### src/rtl/rxd_pkg.sv
package rxd_pkg;

    typedef enum logic [1:0] {
        DEST_USER  = 2'b00,
        DEST_SCHED = 2'b01,
        DEST_DROP  = 2'b10
    } dest_e;

    typedef enum logic {
        SRC_DESC    = 1'b0,
        SRC_NONUSER = 1'b1
    } src_e;

    typedef struct packed {
        dest_e dest;
        src_e  src;
        logic  ptr_zero;
        logic  full_cell;
    } verdict_t;

endpackage

### src/rtl/rxd_fault_screen.sv
module rxd_fault_screen (
    input  logic bad_hec,
    input  logic vpvc_range_err,
    input  logic vc_index_zero,
    input  logic bad_rx_en,
    input  logic bad_frame_mode,
    output logic is_bad,
    output logic keep_bad
);
    always_comb begin
        is_bad   = bad_hec | vpvc_range_err | vc_index_zero;
        keep_bad = is_bad & bad_rx_en & bad_frame_mode;
    end

    // a kept cell must be a bad cell
    always_comb begin
        a_r7_keep_only_bad: assert (!keep_bad || is_bad);
    end
endmodule

### src/rtl/rxd_route_pick.sv
module rxd_route_pick
    import rxd_pkg::*;
#(
    parameter int DESC_W      = 32,
    parameter int STATE_W     = 8,
    parameter int NONUSER_BIT = 2
) (
    input  logic               is_bad,
    input  logic               keep_bad,
    input  logic               is_user,
    input  logic               clp,
    input  logic [STATE_W-1:0] lc_state,
    input  logic [DESC_W-1:0]  desc_w0,
    input  logic [DESC_W-1:0]  desc_w1,
    output verdict_t           verdict,
    output logic [DESC_W-1:0]  hdr_conn
);
    localparam int ROUTE_BIT = STATE_W - 1;
    localparam logic [DESC_W-1:0] LSB_ONE = DESC_W'(1);

    logic route_on;
    logic nonuser_on;
    logic take_route;
    logic [DESC_W-1:0] clp_vec;
    logic unused_state_bits;

    assign route_on          = lc_state[ROUTE_BIT];
    assign clp_vec           = {{(DESC_W-1){1'b0}}, clp};
    assign unused_state_bits = ^lc_state;

    generate
        if (NONUSER_BIT < ROUTE_BIT) begin : g_nonuser
            assign nonuser_on = lc_state[NONUSER_BIT];
        end else begin : g_no_nonuser
            assign nonuser_on = 1'b0;
        end
    endgenerate

    assign take_route = route_on & (is_user | nonuser_on);

    always_comb begin
        verdict  = '{dest: DEST_USER, src: SRC_DESC, ptr_zero: 1'b0, full_cell: 1'b0};
        hdr_conn = '0;
        if (is_bad) begin
            if (keep_bad) begin
                verdict  = '{dest: DEST_USER, src: SRC_NONUSER, ptr_zero: 1'b1, full_cell: 1'b1};
                hdr_conn = clp_vec;
            end else begin
                verdict.dest = DEST_DROP;
            end
        end else if (take_route) begin
            verdict.dest = DEST_SCHED;
            hdr_conn     = (desc_w1 & ~LSB_ONE) | clp_vec;
        end else begin
            hdr_conn     = (desc_w0 & ~LSB_ONE) | clp_vec;
        end
    end

    // a bad cell never reaches the scheduler
    always_comb begin
        a_r7_bad_not_routed: assert (!is_bad || verdict.dest != DEST_SCHED);
    end
endmodule

### src/rtl/rxd_cell_disposer.sv
module rxd_cell_disposer
    import rxd_pkg::*;
#(
    parameter int DESC_W      = 32,
    parameter int STATE_W     = 8,
    parameter int NONUSER_BIT = 2
) (
    input  logic               clk,
    input  logic               rst_n,
    input  logic               in_valid,
    output logic               in_ready,
    input  logic               bad_hec,
    input  logic               vpvc_range_err,
    input  logic               vc_index_zero,
    input  logic               is_user,
    input  logic               clp,
    input  logic [STATE_W-1:0] lc_state,
    input  logic [DESC_W-1:0]  desc_w0,
    input  logic [DESC_W-1:0]  desc_w1,
    input  logic               bad_rx_en,
    input  logic               bad_frame_mode,
    output logic               out_valid,
    input  logic               out_ready,
    output logic [1:0]         out_dest,
    output logic [DESC_W-1:0]  out_hdr_conn,
    output logic               out_src,
    output logic               out_ptr_zero,
    output logic               out_full_cell
);
    typedef struct packed {
        logic              valid;
        verdict_t          verdict;
        logic [DESC_W-1:0] hdr;
    } hold_t;

    localparam hold_t HOLD_RESET = '{valid: 1'b0,
        verdict: '{dest: DEST_USER, src: SRC_DESC, ptr_zero: 1'b0, full_cell: 1'b0},
        hdr: '0};

    hold_t hold_d, hold_q;
    logic is_bad, keep_bad;
    verdict_t verdict_now;
    logic [DESC_W-1:0] hdr_now;
    logic take_in;

    rxd_fault_screen u_screen (
        .bad_hec        (bad_hec),
        .vpvc_range_err (vpvc_range_err),
        .vc_index_zero  (vc_index_zero),
        .bad_rx_en      (bad_rx_en),
        .bad_frame_mode (bad_frame_mode),
        .is_bad         (is_bad),
        .keep_bad       (keep_bad)
    );

    rxd_route_pick #(
        .DESC_W      (DESC_W),
        .STATE_W     (STATE_W),
        .NONUSER_BIT (NONUSER_BIT)
    ) u_pick (
        .is_bad   (is_bad),
        .keep_bad (keep_bad),
        .is_user  (is_user),
        .clp      (clp),
        .lc_state (lc_state),
        .desc_w0  (desc_w0),
        .desc_w1  (desc_w1),
        .verdict  (verdict_now),
        .hdr_conn (hdr_now)
    );

    assign in_ready = !hold_q.valid || out_ready;
    assign take_in  = in_valid && in_ready;

    always_comb begin
        hold_d = hold_q;
        if (take_in) begin
            hold_d.valid   = 1'b1;
            hold_d.verdict = verdict_now;
            hold_d.hdr     = hdr_now;
        end else if (out_ready) begin
            hold_d.valid   = 1'b0;
        end
    end

    always_ff @(posedge clk or negedge rst_n) begin
        if (!rst_n) hold_q <= HOLD_RESET;
        else        hold_q <= hold_d;
    end

    assign out_valid     = hold_q.valid;
    assign out_dest      = hold_q.verdict.dest;
    assign out_src       = hold_q.verdict.src;
    assign out_ptr_zero  = hold_q.verdict.ptr_zero;
    assign out_full_cell = hold_q.verdict.full_cell;
    assign out_hdr_conn  = hold_q.hdr;

    a_r9_accept_shows: assert property (@(posedge clk) disable iff (!rst_n)
        in_valid && in_ready |=> out_valid);

    a_r9_hold_stable: assert property (@(posedge clk) disable iff (!rst_n)
        out_valid && !out_ready |=> out_valid && $stable(out_dest)
            && $stable(out_hdr_conn) && $stable(out_src) && $stable(out_ptr_zero));

    a_r6_clp_in_lsb: assert property (@(posedge clk) disable iff (!rst_n)
        in_valid && in_ready |=> (out_dest == DEST_DROP) || (out_hdr_conn[0] == $past(clp)));

    a_r8_drop_clean: assert property (@(posedge clk) disable iff (!rst_n)
        out_valid && out_dest == DEST_DROP |-> out_hdr_conn == '0 && !out_ptr_zero
            && !out_full_cell && !out_src);

    a_r7_zeroed_ptr: assert property (@(posedge clk) disable iff (!rst_n)
        out_valid && out_ptr_zero |-> out_dest == DEST_USER && out_src && out_full_cell
            && out_hdr_conn[DESC_W-1:1] == '0);

    a_r3_sched_plain: assert property (@(posedge clk) disable iff (!rst_n)
        out_valid && out_dest == DEST_SCHED |-> !out_ptr_zero && !out_src && !out_full_cell);
endmodule

### config.mk
export PLATFORM = sky130hd
export DESIGN_NAME = rxd_cell_disposer
export DESIGN_NICKNAME = d
export VERILOG_FILES = /design/src/rtl/rxd_pkg.sv /design/src/rtl/rxd_fault_screen.sv /design/src/rtl/rxd_route_pick.sv /design/src/rtl/rxd_cell_disposer.sv
export SDC_FILE = /design/constraint.sdc
export NUM_CORES = 1
export LEC_CHECK = 0
export BUFFER_PORTS_ARGS = -buffer_cell sky130_fd_sc_hd__buf_2
export CAP_MARGIN = 10
export CORE_MARGIN = 2
export CORE_UTILIZATION = 44
export CTS_CLUSTER_SIZE = 16
export DETAILED_ROUTE_END_ITERATION = 6
export PLACE_DENSITY = 0.87
export SETUP_SLACK_MARGIN = 0.3
export SYNTH_ARGS = -nofsm -noshare
export SYNTH_HDL_FRONTEND = slang
export SYNTH_SLANG_ARGS = --single-unit
### constraint.sdc
create_clock -name clk -period 3.2 [get_ports clk]
set_input_delay 0.64 -clock clk [delete_from_list [all_inputs] [get_ports clk]]
set_output_delay 0.64 -clock clk [all_outputs]
set_load 0.01 [all_outputs]
==> flow_summary.yaml, run 1 <==
timing:
  finalCritPeriodShare: 0.556
  worst_pin_slew_ns: 0.753
  finClkSkew_ns: 0.00384
  slew_headroom: 0.498
  slew_violations: 0
  fmax_ghz: 0.562
  fin_crit_ns: 1.78
  hold_viol: 0
  finalSetupViolations: 0
  fin_setup_tns_ns: 0
  rsz0062_at_grt: "no"
  postLayoutSetupSlackWorst_ns: 1.42
setup_path:
  rr_endpoint: "out_hdr_conn[27]$_DFFE_PN0P_"
  cpPeakStageDelay_ns: 0.58
  rr_worst_depth: 3
  regToRegSetupSlack_ns: 1.59
  crit_chain: "buf_2 > nor3_2 > nand3_2 > o2bb2ai_1"
  cp_slowest_cell: "nand3_2"
  start_kind: "input pin"
  required_ns: 3.37
  r2r-start: "out_valid$_DFFE_PN0P_"
  cp-end-kind: "flip-flop"
  crit_type: "in -> reg"
  critPathMaxFanout: 32
  arrival_ns: 1.95
grt:
  antenna_found_initial: 0
  overflow: 0
  groute.usage.overall: 0.187
  grt_pass1_wl_um: 6180
  grt_max_degree: 37
  grt_pass1_vias: 1430
detailed_routing:
  drt-pass1-iter-count: 4
  wl_per_cell_um: 13.7
  drt_wl_total_um: 3860
  drt_iter0_drc: 44
  viasPerCell: 5.15
  vias: 1448
  drc: 0
  ant_nets: 0
layout:
  nets: 316
  nFillCells: 345
  postLayoutCoreUtil: 0.629
  drive_gt1_frac: 0.562
  num_antenna_cells: 0
  multi_input_area_um2: 726
  seqCellArea_um2: 901
  area_delta_synth_final_pct: 35.8
floorplan:
  start_util: 0.463
  dieArea_mm2: 0.00443
  die_height_um: 66.6
  die_w_um: 66.6
  core_area_mm2: 0.00372
  io_pins: 122
  num_rows: 22
synth:
  yosysTopAreaCellShare: 0.523
  yosysUniqueCellTypes: 17
  ys_warn_count: 0
  seq_area_frac_synth: 0.523
  synth_top_cell_by_area: "dfrtp_1"
  synth_fp_nets: 206
  synth_area_per_cell_um2: 14.0
  synthesis.area_mm2: 0.00172
  synth_seq_cells: 36
  synth_area_leaders: "dfrtp_1, mux2i_1, o2bb2ai_1"
  syn_inst: 123
clock_network:
  clock_latency_ns: 0.27
  cts_tree: "yes"
  clock_path_buffers: 2
  post_cts_resized: 0
  clkSinkCount: 36
  post_cts_buffers: 0
  ctsHoldBuffers: 0
  htreeDepth: 2
  root_buffer: "clkbuf_8"
  cts_buffers: 5
  path_clk_slew_ns: 0.06
worst_hold_path:
  min-delay-path-class: "in -> async"
pwr:
  seqPwrFrac: 0.513
  ir_worst_vdd_mv: 0.320
  pwr-share-comb: 0.195
  swShare: 0.251
  power.total_mw: 0.964
  p_leak_nw: 1.33
  p_clk_frac: 0.293
  p_switching_mw: 0.242
  internal_power_mw: 0.723
  cellPowerDensity_mw_per_mm2: 413
placed_design:
  gp_congestion: 0.673
  io_buffers: 113
  preCtsSetupSlack_ns: 1.11
  hpwl_um: 2920
job:
  maxCapViolations: 0
status:
  status: "finished, final reports clean"
-- cell families (layout without fill, tap and decap cells) --
| kind of cell | Yosys count | count (layout) | share of synthesized area |
|---|---|---|---|
| AND/OR/NAND/NOR | 8 | 8 | 0.0298 |
| flip-flops | 36 | 36 | 0.523 |
| multiplexers | 33 | 33 | 0.193 |
| buffers and inverters | 11 | 121 | 0.0552 |
| AO/OA/AOI/OAI | 35 | 35 | 0.198 |
-- area by class of cell --
class / count / share of cell area
sequential: 36 / 0.385
multi-input combinational: 76 / 0.310
timing repair buffer: 114 / 0.245
clock buffer: 6 / 0.0310
tap: 48 / 0.0257
clock inverter: 1 / 0.00214
-- Yosys cell counts --
cell,number
nand3_2,1
buf_8,3
nand2_1,1
nand3_1,1
mux2_2,2
buf_4,4
o2bb2ai_2,5
o21ai_4,1
nor3_2,1
nand2_2,1
nor2_1,1
dfrtp_1,36
buf_2,4
mux2i_1,31
nand2b_1,2
a21oi_1,1
o2bb2ai_1,28
-- power by group through the flow --
| stage | sequential (mW) | clock (mW) | combinational (mW) |
|---|---|---|---|
| after global routing | 0.498 | 0.314 | 0.207 |
| final | 0.494 | 0.282 | 0.188 |
| after detailed placement | 0.502 | 0 | 0.192 |
| after global placement | 0.501 | 0 | 0.186 |
| after floorplan | 0.516 | 0 | 0.0918 |
| after CTS | 0.494 | 0.293 | 0.192 |
-- state kept, by name, indices dropped and copies added, names as in the netlist --
| signal | flops |
|---|---|
| out_dest | 2 |
| out_hdr_conn | 32 |
| out_src | 1 |
| out_valid | 1 |
-- routing by layer --
metal | vias up | share of wire | track usage
li1 | 689 | - | -
met1 | 689 | 0.39 | 0.207
met2 | 66 | 0.53 | 0.353
met3 | 4 | 0.073 | 0.0355
met4 | 0 | 0.0098 | 0.0663
met5 | - | 0 | 0
-- worst max-delay path, delay by kind of cell --
family,cells,cell delay (ns)
and+or+nand+nor,2,0.83
buffers and inverters,1,0.10
AOI/OAI and AO/OA,1,0.37
-- per-stage QoR --
step,cells,hold slack [ns],area (um^2)
2_1_floorplan,123,0.344,1720
3_3_place_gp,274,0.467,2260
3_5_place_dp,274,0.470,2260
4_1_cts,281,0.466,2340
5_1_grt,281,0.498,2340
6_report,281,0.435,2340
-- layout by cell type (no fill, tap or decap), drive strengths merged --
master	Yosys	routed
a21oi	1	1
nand2b	2	2
nand3	2	2
o21ai	1	1
o2bb2ai	33	33
nand2	2	2
dfrtp	36	36
buf	11	114
nor3	1	1
mux2	2	2
mux2i	31	31
clkinv	0	1
nor2	1	1
clkbuf	0	6
-- how the worst max path moves through the flow --
stage,startpoint,end,slack [ns],cells after the start
after global placement,out_ready,out_dest[1]$_DFFE_PN0P_,1.15,4
final,vpvc_range_err,out_hdr_conn[27]$_DFFE_PN0P_,1.42,4
after floorplan,out_ready,out_dest[1]$_DFFE_PN0P_,1.68,3
after CTS,vpvc_range_err,out_hdr_conn[27]$_DFFE_PN0P_,1.41,4
after global routing,vpvc_range_err,out_hdr_conn[27]$_DFFE_PN0P_,1.24,4
after detailed placement,vpvc_range_err,out_hdr_conn[27]$_DFFE_PN0P_,1.11,4
(Power assumes the default switching activity.)
==> run 2, diff against run 1 <==
ABC_AREA = 1   (was not set)
PLACE_DENSITY = 0.83   (was 0.87)
clock period = 1.65 ns   (was 3.2 ns; I/O delays follow)
==> run 2 against run 1 <==
  * Largest cell class unchanged
  * Utilization shrank 3.9 points
  * The run now ends with hold timing left
  * Final area grew 18%
  * Highest routed layer unchanged
  * Synthesized cell count grew 140%
  * Critical path type is now reg -> reg
  * First-iteration DRC count grew to 3.0 times the previous value
  * Flip-flop and latch count is the same
==> flow_summary.yaml, run 2 <==
synth:
  ys.flop_type: "dfrtp_1"
  ys_warn_count: 0
  async_flop_share: 1.00
  synth_area_leaders: "dfrtp_1, nand2_1, nand3_1"
  synth_fp_nets: 380
  synth_top_cell_by_area: "dfrtp_1"
  synth_area_per_cell_um2: 7.02
  yosysMostFrequentCell: "nand2_1"
  synth_seq_cells: 36
  ys_top_cells_by_count: "nand2_1, inv_1, nand3_1"
  seq_area_frac_synth: 0.432
  synthesis.area_mm2: 0.00209
  yosysTopAreaCellShare: 0.432
  syn_inst: 297
  synth_edf_count: 0
  yosysUniqueCellTypes: 17
detailed_routing:
  viasPerCell: 4.67
  vias: 2142
  drt-pass1-iter-count: 4
  wl_per_cell_um: 10.5
  drc: 0
  drt_wl_total_um: 4800
  ant_nets: 0
  drt_iter0_drc: 132
job:
  maxCapViolations: 0
floorplan:
  die_w_um: 72.9
  core_area_mm2: 0.00466
  num_rows: 25
  start_util: 0.448
  die_height_um: 72.9
  io_pins: 122
  dieArea_mm2: 0.00531
timing:
  finClkSkew_ns: 0.00278
  finalSetupViolations: 0
  postLayoutSetupSlackWorst_ns: 0.399
  fmax_ghz: 0.799
  slew_violations: 0
  hold_viol: 3
  fin_setup_tns_ns: 0
  slew_headroom: 0.604
  fin_hold_ws_ns: -0.00451
  worst_pin_slew_ns: 0.592
  rsz0062_at_grt: "yes"
  finalCritPeriodShare: 0.758
  fin_crit_ns: 1.25
clock_network:
  htreeDepth: 2
  clock_latency_ns: 0.27
  clkSinkCount: 36
  root_buffer: "clkbuf_8"
  path_clk_slew_ns: 0.07
  cts_tree: "yes"
  cts_buffers: 5
  clock_path_buffers: 2
  ctsHoldBuffers: 0
status:
  status: "complete, but fails checks"
  failed_checks: "hold timing"
setup_path:
  crit_chain: "nand2_2 > nand2_4 > nor2_8 > nand3_1 > nand2_1"
  critical_path.endpoint: "out_hdr_conn[11]$_DFFE_PN0P_"
  start_kind: "flip-flop"
  cp_slowest_cell: "dfrtp_1"
  r2r-start: "out_valid$_DFFE_PN0P_"
  rr_endpoint: "out_hdr_conn[11]$_DFFE_PN0P_"
  arrival_ns: 1.47
  cp-end-kind: "flip-flop"
  cp_num_buf_inv: 0
  rr_worst_depth: 5
  critical_path.startpoint: "out_valid$_DFFE_PN0P_"
  critPathMaxFanout: 22
  cpPeakStageDelay_ns: 0.38
  path_delay_family: "simple AND/OR/NAND/NOR gates"
  cp.depth: 5
  crit_type: "reg -> reg"
  regToRegSetupSlack_ns: 0.40
  required_ns: 1.86
layout:
  largest_register_ffs: 32
  num_antenna_cells: 0
  drive_gt1_frac: 0.336
  nets: 487
  final_common_cell: "buf_2"
  area_delta_synth_final_pct: 31.9
  layout_common_cells: "buf_2, nand2_1, inv_1"
worst_hold_path:
  min-delay-path-class: "in -> async"
pwr:
  cellPowerDensity_mw_per_mm2: 729
  ir_worst_vdd_mv: 0.396
  power.total_mw: 2.01
  p_leak_nw: 1.87
placed_design:
  hpwl_um: 3380
  io_buffers: 113
  preCtsSetupSlack_ns: 0.239
  gp_congestion: 0.729
grt:
  overflow: 0
  grt_pass1_wl_um: 7910
  groute.usage.overall: 0.185
  grt_max_degree: 37
  grt_pass1_vias: 1924
  antenna_found_initial: 0
-- run 2: worst min-delay path by stage --
stage	from	endpoint	slack (ns)
final	rst_n	out_dest[1]$_DFFE_PN0P_	-0.005
after global routing	rst_n	out_hdr_conn[20]$_DFFE_PN0P_	0.01
after CTS	rst_n	out_dest[1]$_DFFE_PN0P_	0.002
after detailed placement	rst_n	out_dest[1]$_DFFE_PN0P_	0.31
after global placement	rst_n	out_dest[1]$_DFFE_PN0P_	0.30
after floorplan	rst_n	out_dest[0]$_DFFE_PN0P_	0.03
-- run 2: timing repair --
action | in CTS | in global routing
gates cloned | 0 | 1
gates resized for setup | 0 | 0
setup buffers | 0 | 1
endpoints found under the hold margin | 0 | 0
pin swaps | 0 | 2
setup endpoints to repair | 13 | 32
-- run 2: worst reg2reg max path, cell delays in order (launching register included) --
cell,delay [ns]
dfrtp_1,0.38
nand2_2,0.11
nand2_4,0.18
nor2_8,0.31
nand3_1,0.13
nand2_1,0.08
-- run 2: cells by family (layout without fill, tap and decap cells) --
kind of cell,Yosys count,in the layout,synth area share
compound gates,3,3,0.00900
flops,36,36,0.432
buf+inv,85,192,0.182
simple gates,173,174,0.377
-- run 2: metrics by stage --
stage,hold WS [ns],util,instance area (um^2),instances
3_3_place_gp,0.304,0.564,2630,449
2_1_floorplan,0.0344,-,2090,297
3_5_place_dp,0.305,0.564,2630,449
4_1_cts,0.00159,0.584,2720,457
6_report,-0.00451,0.590,2750,459
5_1_grt,0.0141,0.590,2750,459
-- run 2: per-layer routing --
layer	wire length [um]	share of wire	track usage
met1	2190	0.46	0.236
met2	2220	0.46	0.317
met4	42	0.0087	0.0432
met5	0	0	0
met3	353	0.073	0.0442
-- run 2: cell type report --
class	instances	area, um^2
Fill cell	461	1910
Tap cell	54	67.6
Sequential cell	36	901
Timing Repair Buffer	118	628
Inverter	66	248
Clock buffer	8	90.1
Multi-Input combinational cell	177	817
-- run 2: where the power goes --
group	internal [mW]	leakage (nW)	switching [mW]
Clock	0.340	0.0455	0.279
Sequential	0.937	0.488	0.0294
Combinational	0.179	1.34	0.241
